`config.mk`:
```
export PLATFORM = sky130hd
export DESIGN_NAME = btb_top
export DESIGN_NICKNAME = d
export VERILOG_FILES = /design/src/rtl/btb_pkg.sv /design/src/rtl/btb_store.sv /design/src/rtl/btb_update_ctl.sv /design/src/rtl/btb_match.sv /design/src/rtl/btb_top.sv
export SDC_FILE = /design/constraint.sdc
export NUM_CORES = 2
export LEC_CHECK = 0
export BUFFER_PORTS_ARGS = -buffer_cell sky130_fd_sc_hd__buf_2
export CAP_MARGIN = 30
export CORE_ASPECT_RATIO = 0.5
export CORE_MARGIN = 10
export CORE_UTILIZATION = 55
export CTS_CLUSTER_DIAMETER = 40
export CTS_CLUSTER_SIZE = 20
export DETAILED_ROUTE_END_ITERATION = 8
export PLACE_DENSITY = 0.72
export SLEW_MARGIN = 10
export SYNTH_ARGS = -nofsm -noshare
export SYNTH_HDL_FRONTEND = slang
export SYNTH_SLANG_ARGS = --single-unit
```
`constraint.sdc`:
```
create_clock -name clk -period 10.2 [get_ports clk]
set_clock_uncertainty 0.15 [all_clocks]
set_input_delay 2.04 -clock clk [delete_from_list [all_inputs] [get_ports clk]]
set_output_delay 2.04 -clock clk [all_outputs]
set_load 0.01 [all_outputs]
```
`src/rtl/btb_pkg.sv`:
```
package btb_pkg;
    // Action applied to the indexed entry by the update port
    typedef enum logic [1:0] {
        ACT_NONE = 2'd0,
        ACT_FILL = 2'd1,
        ACT_DROP = 2'd2
    } upd_act_e;

    // Instructions are word aligned: this many low PC bits are ignored
    localparam int unsigned ALIGN_BITS = 2;
endpackage

```
`src/rtl/btb_store.sv`:
```
module btb_store
    import btb_pkg::*;
#(
    parameter int unsigned ENTRIES    = 16,
    parameter int unsigned IDX_W      = 4,
    parameter int unsigned TAG_W      = 26,
    parameter int unsigned PC_W       = 32,
    parameter int unsigned INSN_W     = 32,
    parameter bit          STORE_INSN = 1'b1
) (
    input  logic              clk,
    input  logic              rst_n,
    input  logic [IDX_W-1:0]  rd_idx,
    output logic              rd_valid,
    output logic [TAG_W-1:0]  rd_tag,
    output logic [PC_W-1:0]   rd_tgt,
    output logic [INSN_W-1:0] rd_insn,
    input  logic [IDX_W-1:0]  chk_idx,
    output logic              chk_valid,
    output logic [TAG_W-1:0]  chk_tag,
    input  upd_act_e          wr_act,
    input  logic [TAG_W-1:0]  wr_tag,
    input  logic [PC_W-1:0]   wr_tgt,
    input  logic [INSN_W-1:0] wr_insn
);
    logic [ENTRIES-1:0] valid_q;
    logic [TAG_W-1:0]   tag_q [ENTRIES];
    logic [PC_W-1:0]    tgt_q [ENTRIES];

    // Valid bits: the per-entry EMPTY/HELD condition
    always_ff @(posedge clk) begin
        if (!rst_n) begin
            valid_q <= '0;
        end else begin
            unique case (wr_act)
                ACT_FILL: valid_q[chk_idx] <= 1'b1;
                ACT_DROP: valid_q[chk_idx] <= 1'b0;
                default:  valid_q <= valid_q;
            endcase
        end
    end

    always_ff @(posedge clk) begin
        if (wr_act == ACT_FILL) begin
            tag_q[chk_idx] <= wr_tag;
            tgt_q[chk_idx] <= wr_tgt;
        end
    end

    assign rd_valid  = valid_q[rd_idx];
    assign rd_tag    = tag_q[rd_idx];
    assign rd_tgt    = tgt_q[rd_idx];
    assign chk_valid = valid_q[chk_idx];
    assign chk_tag   = tag_q[chk_idx];

    generate
        if (STORE_INSN) begin : g_insn
            logic [INSN_W-1:0] insn_q [ENTRIES];
            always_ff @(posedge clk) begin
                if (wr_act == ACT_FILL) insn_q[chk_idx] <= wr_insn;
            end
            assign rd_insn = insn_q[rd_idx];
        end else begin : g_no_insn
            assign rd_insn = '0;
        end
    endgenerate
endmodule

```
`src/rtl/btb_update_ctl.sv`:
```
module btb_update_ctl
    import btb_pkg::*;
#(
    parameter int unsigned TAG_W = 26
) (
    input  logic             upd_en,
    input  logic             upd_taken,
    input  logic [TAG_W-1:0] upd_tag,
    input  logic             res_valid,
    input  logic [TAG_W-1:0] res_tag,
    output upd_act_e         act
);
    logic res_match;
    assign res_match = res_valid && (res_tag == upd_tag);

    always_comb begin
        unique case ({upd_en, upd_taken})
            2'b11:   act = ACT_FILL;
            2'b10:   act = res_match ? ACT_DROP : ACT_NONE;
            default: act = ACT_NONE;
        endcase
    end
endmodule

```
`src/rtl/btb_match.sv`:
```
module btb_match #(
    parameter int unsigned TAG_W  = 26,
    parameter int unsigned PC_W   = 32,
    parameter int unsigned INSN_W = 32
) (
    input  logic [PC_W-1:0]   pc,
    input  logic [TAG_W-1:0]  pc_tag,
    input  logic              ent_valid,
    input  logic [TAG_W-1:0]  ent_tag,
    input  logic [PC_W-1:0]   ent_tgt,
    input  logic [INSN_W-1:0] ent_insn,
    output logic              hit,
    output logic [PC_W-1:0]   next_pc,
    output logic [INSN_W-1:0] pred_insn
);
    localparam logic [PC_W-1:0] SEQ_STEP = PC_W'(4);

    always_comb begin
        hit = ent_valid && (ent_tag == pc_tag);
        if (hit) begin
            next_pc   = ent_tgt;
            pred_insn = ent_insn;
        end else begin
            next_pc   = pc + SEQ_STEP;
            pred_insn = '0;
        end
    end
endmodule

```
`src/rtl/btb_top.sv`:
```
module btb_top
    import btb_pkg::*;
#(
    parameter int unsigned ENTRIES    = 16,
    parameter int unsigned PC_W       = 32,
    parameter int unsigned INSN_W     = 32,
    parameter bit          STORE_INSN = 1'b1
) (
    input  logic              clk,
    input  logic              rst_n,
    input  logic [PC_W-1:0]   fetch_pc,
    output logic              hit,
    output logic [PC_W-1:0]   next_pc,
    output logic [INSN_W-1:0] pred_insn,
    input  logic              upd_en,
    input  logic [PC_W-1:0]   upd_pc,
    input  logic              upd_taken,
    input  logic [PC_W-1:0]   upd_target,
    input  logic [INSN_W-1:0] upd_insn
);
    localparam int unsigned IDX_W = $clog2(ENTRIES);
    localparam int unsigned TAG_LO = IDX_W + ALIGN_BITS;
    localparam int unsigned TAG_W = PC_W - TAG_LO;

    logic [IDX_W-1:0]  f_idx, u_idx;
    logic [TAG_W-1:0]  f_tag, u_tag;
    logic              rd_valid, chk_valid;
    logic [TAG_W-1:0]  rd_tag, chk_tag;
    logic [PC_W-1:0]   rd_tgt;
    logic [INSN_W-1:0] rd_insn;
    upd_act_e          act;

    assign f_idx = fetch_pc[TAG_LO-1:ALIGN_BITS];
    assign f_tag = fetch_pc[PC_W-1:TAG_LO];
    assign u_idx = upd_pc[TAG_LO-1:ALIGN_BITS];
    assign u_tag = upd_pc[PC_W-1:TAG_LO];

    btb_store #(
        .ENTRIES(ENTRIES), .IDX_W(IDX_W), .TAG_W(TAG_W),
        .PC_W(PC_W), .INSN_W(INSN_W), .STORE_INSN(STORE_INSN)
    ) u_store (
        .clk(clk), .rst_n(rst_n),
        .rd_idx(f_idx), .rd_valid(rd_valid), .rd_tag(rd_tag),
        .rd_tgt(rd_tgt), .rd_insn(rd_insn),
        .chk_idx(u_idx), .chk_valid(chk_valid), .chk_tag(chk_tag),
        .wr_act(act), .wr_tag(u_tag), .wr_tgt(upd_target), .wr_insn(upd_insn)
    );

    btb_update_ctl #(.TAG_W(TAG_W)) u_ctl (
        .upd_en(upd_en), .upd_taken(upd_taken), .upd_tag(u_tag),
        .res_valid(chk_valid), .res_tag(chk_tag), .act(act)
    );

    btb_match #(.TAG_W(TAG_W), .PC_W(PC_W), .INSN_W(INSN_W)) u_match (
        .pc(fetch_pc), .pc_tag(f_tag),
        .ent_valid(rd_valid), .ent_tag(rd_tag), .ent_tgt(rd_tgt), .ent_insn(rd_insn),
        .hit(hit), .next_pc(next_pc), .pred_insn(pred_insn)
    );
endmodule

```
==> qor.txt <==
Post-CTS Hold Fix Bufs -> 0
Sink Count -> 1456
vias in the first global route -> 30562
clk slew on worst S/H paths -> 0.07 ns
Synth Instances -> 2623
sequential share of the synthesized area -> 72.4%
Data arrival, critical path -> 6.09 ns
post-synthesis register bit count -> 1456
largest net degree at the start of global routing -> 125
initial cell density of the core -> 55.6%
crit-path cells -> buf_6 -> buf_4 -> mux4_2 -> mux2i_1 -> xnor2_1 -> a21oi_1 -> a2111o_1 -> nor4_4 -> buf_6 -> buf_12 -> mux2_2 -> buf_2
# H-tree levels -> 4
Top delay family on crit path -> buffers and inverters
Post-synth EDFFs -> 1440
final WL -> 148000 µm
CTS resizes -> 0
area grow syn2layout -> 12.5%
DR DRC count -> 0
top-level I/O count -> 197
post-synth top area cell -> edfxtp_1
port bufs -> 194
Syn. warnings -> 0
CTS Buf Count -> 133
initial antenna violation count -> 27
CP Buf/Inv Count -> 5
die height -> 254 µm
critical path launch point type -> input port
GRT overflow -> 0
Via density -> 6.76
element type at the critical path end -> output port
fmax -> 0.121 GHz
Static Leakage -> 0.0214 µW
Pwr Density -> 186 nW/µm²
peak supply drop -> 161 µV
Final Max Tran Viols -> 0
fill cell count -> 7153
Synth Net Count -> 2756
row cnt -> 85
Final Hold Vio Count -> 0
total global-route track usage -> 24.1%
Flop pwr share -> 52.9%
Worst Path Required -> 8.01 ns
switching pwr -> 2730 µW
Slew HR -> 32.2%
crit path max fanout -> 62
nets -> 3000
post-synth top area share -> 71.9%
Final Cycle Share -> 81.2%
Mapped Area -> 60100 µm²
CORE AREA -> 108000 µm²
total iterations of the first detailed-routing run -> 6
Post-CTS Setup Repair Bufs -> 0
CP most frequent cell -> buf_6
switch share -> 21.7%
initial drt markers -> 3873
leading register cell type out of synthesis -> edfxtp_1
Die ar. -> 124000 µm²
gp weighted congestion -> 0.832
Clock Tree Buf Depth -> 3
share of layout cells above drive strength 1 -> 36.5%
worst slew pin tran -> 1.01 ns
vias post-DR -> 29843
Horiz. Die Dim -> 488 µm
Clk network pwr share -> 41.0%
mean post-synth cell area -> 22.9 µm²
largest cells by area after synthesis -> edfxtp_1, mux4_2, xnor2_1, mux2i_1, mux2_4
first-pass GRT wire length -> 215000 µm
post-DP HPWL -> 79300 µm
Power Internal -> 9850 µW
Slowest cell on crit path -> buf_4
Final setup viols -> 0
ys async rst share -> 0%
Overall Power -> 12600 µW
outcome -> finished, final reports clean
most frequent cells in the layout -> edfxtp_1, mux4_2, buf_2
antenna-violating nets left -> 0
RSZ-0062 raised after global routing -> no
clock root cell -> clkbuf_16
drt wl/cell -> 33.6 µm
Critical Path Max Stage Delay -> 0.81 ns
post-synth cell types -> 60
fin crit period -> 8.28 ns
combinational power share -> 6.1%
Max-Cap Viols -> 0
critical path class -> in -> out
most common cell after layout, fill and taps aside -> edfxtp_1
CTS tree -> built
clk_lat worst skew -> 0.75 ns
setup_tns -> 0 ns
Hold Crit Class -> reg -> reg
[state kept, by name, summed over array words and instances, names as in the netlist, named ones only]
register               flops
u_store.tgt_q            512
u_store.tag_q            416
u_store.g_insn.insn_q    512
[metal layers]
metal	GRT usage, %	wire (µm)
met5	0	47
met4	9.92	5680
met3	4.73	13700
met2	38.0	72100
met1	33.4	56900
[cell families after synthesis]
kind of cell / Yosys count / synth area share (%)
compound gates: 105 / 1.12
xor+xnor: 84 / 1.22
fa+ha+maj: 1 / 0.0208
buf+inv: 170 / 1.38
flops: 1456 / 72.4
mux: 637 / 22.4
simple gates: 170 / 1.45
[tightest hold or removal path: stages, from the launching register on]
cell     delay [ns]
dfxtp_1        0.32
o21ai_0        0.15
a21oi_1        0.05
[layout make-up]
cell class | count | area [µm²] | share of cell area (%)
Sequential cell | 1456 | 43600 | 64.4
Multi-Input combinational cell | 997 | 15900 | 23.5
Tap cell | 1435 | 1800 | 2.66
Clock inverter | 89 | 1070 | 1.58
Antenna cell | 15 | 37.5 | 0.0555
Timing Repair Buffer | 263 | 1790 | 2.64
Inverter | 16 | 65.1 | 0.0962
Clock buffer | 145 | 3440 | 5.08
[worst paths after layout]
path / cells after the start / slack (ns) / start / end
hold / removal: 2 / 0.40 / register / register
setup reg to reg: 8 / 6.60 / u_store.tag_q[15][20] / register
setup / recovery: 12 / 1.92 / fetch_pc[4] / next_pc[3]
hold reg to reg: 2 / 0.40 / register / register
[power by group through the flow]
stage	clock [µW]	sequential [µW]	combinational, µW
2_1_floorplan	0	6790	476
3_5_place_dp	0	6790	763
6_report	5160	6660	765
4_1_cts	5220	6660	767
5_1_grt	5470	6660	808
3_3_place_gp	0	6790	751
[synth_stat cells (all sizes together), types with 5 or more instances]
| library cell | number |
|---|---|
| a21oi | 32 |
| a31oi | 5 |
| and2 | 38 |
| and3 | 5 |
| buf | 80 |
| clkbuf | 74 |
| dfxtp | 16 |
| edfxtp | 1440 |
| inv | 16 |
| mux2 | 35 |
| mux2i | 49 |
| mux4 | 553 |
| nand2 | 31 |
| nand3 | 18 |
| nand4 | 11 |
| nor2 | 43 |
| nor4 | 5 |
| o21ai | 24 |
| o22ai | 11 |
| xnor2 | 58 |
| xor2 | 26 |
[stage by stage]
stage | setup slack, ns | instances | hold slack [ns] | utilization [%] | instance area (µm²)
floorplan | 2.22 | 2623 | 0.366 | - | 60100
global placement | 1.56 | 4160 | 0.387 | 58.2 | 62900
detailed placement | 1.96 | 4164 | 0.391 | 58.3 | 63000
CTS | 1.93 | 4398 | 0.401 | 62.5 | 67500
global route | 1.71 | 4415 | 0.441 | 62.6 | 67600
finish | 1.92 | 4416 | 0.402 | 62.6 | 67600
(Power assumes the default switching activity.)
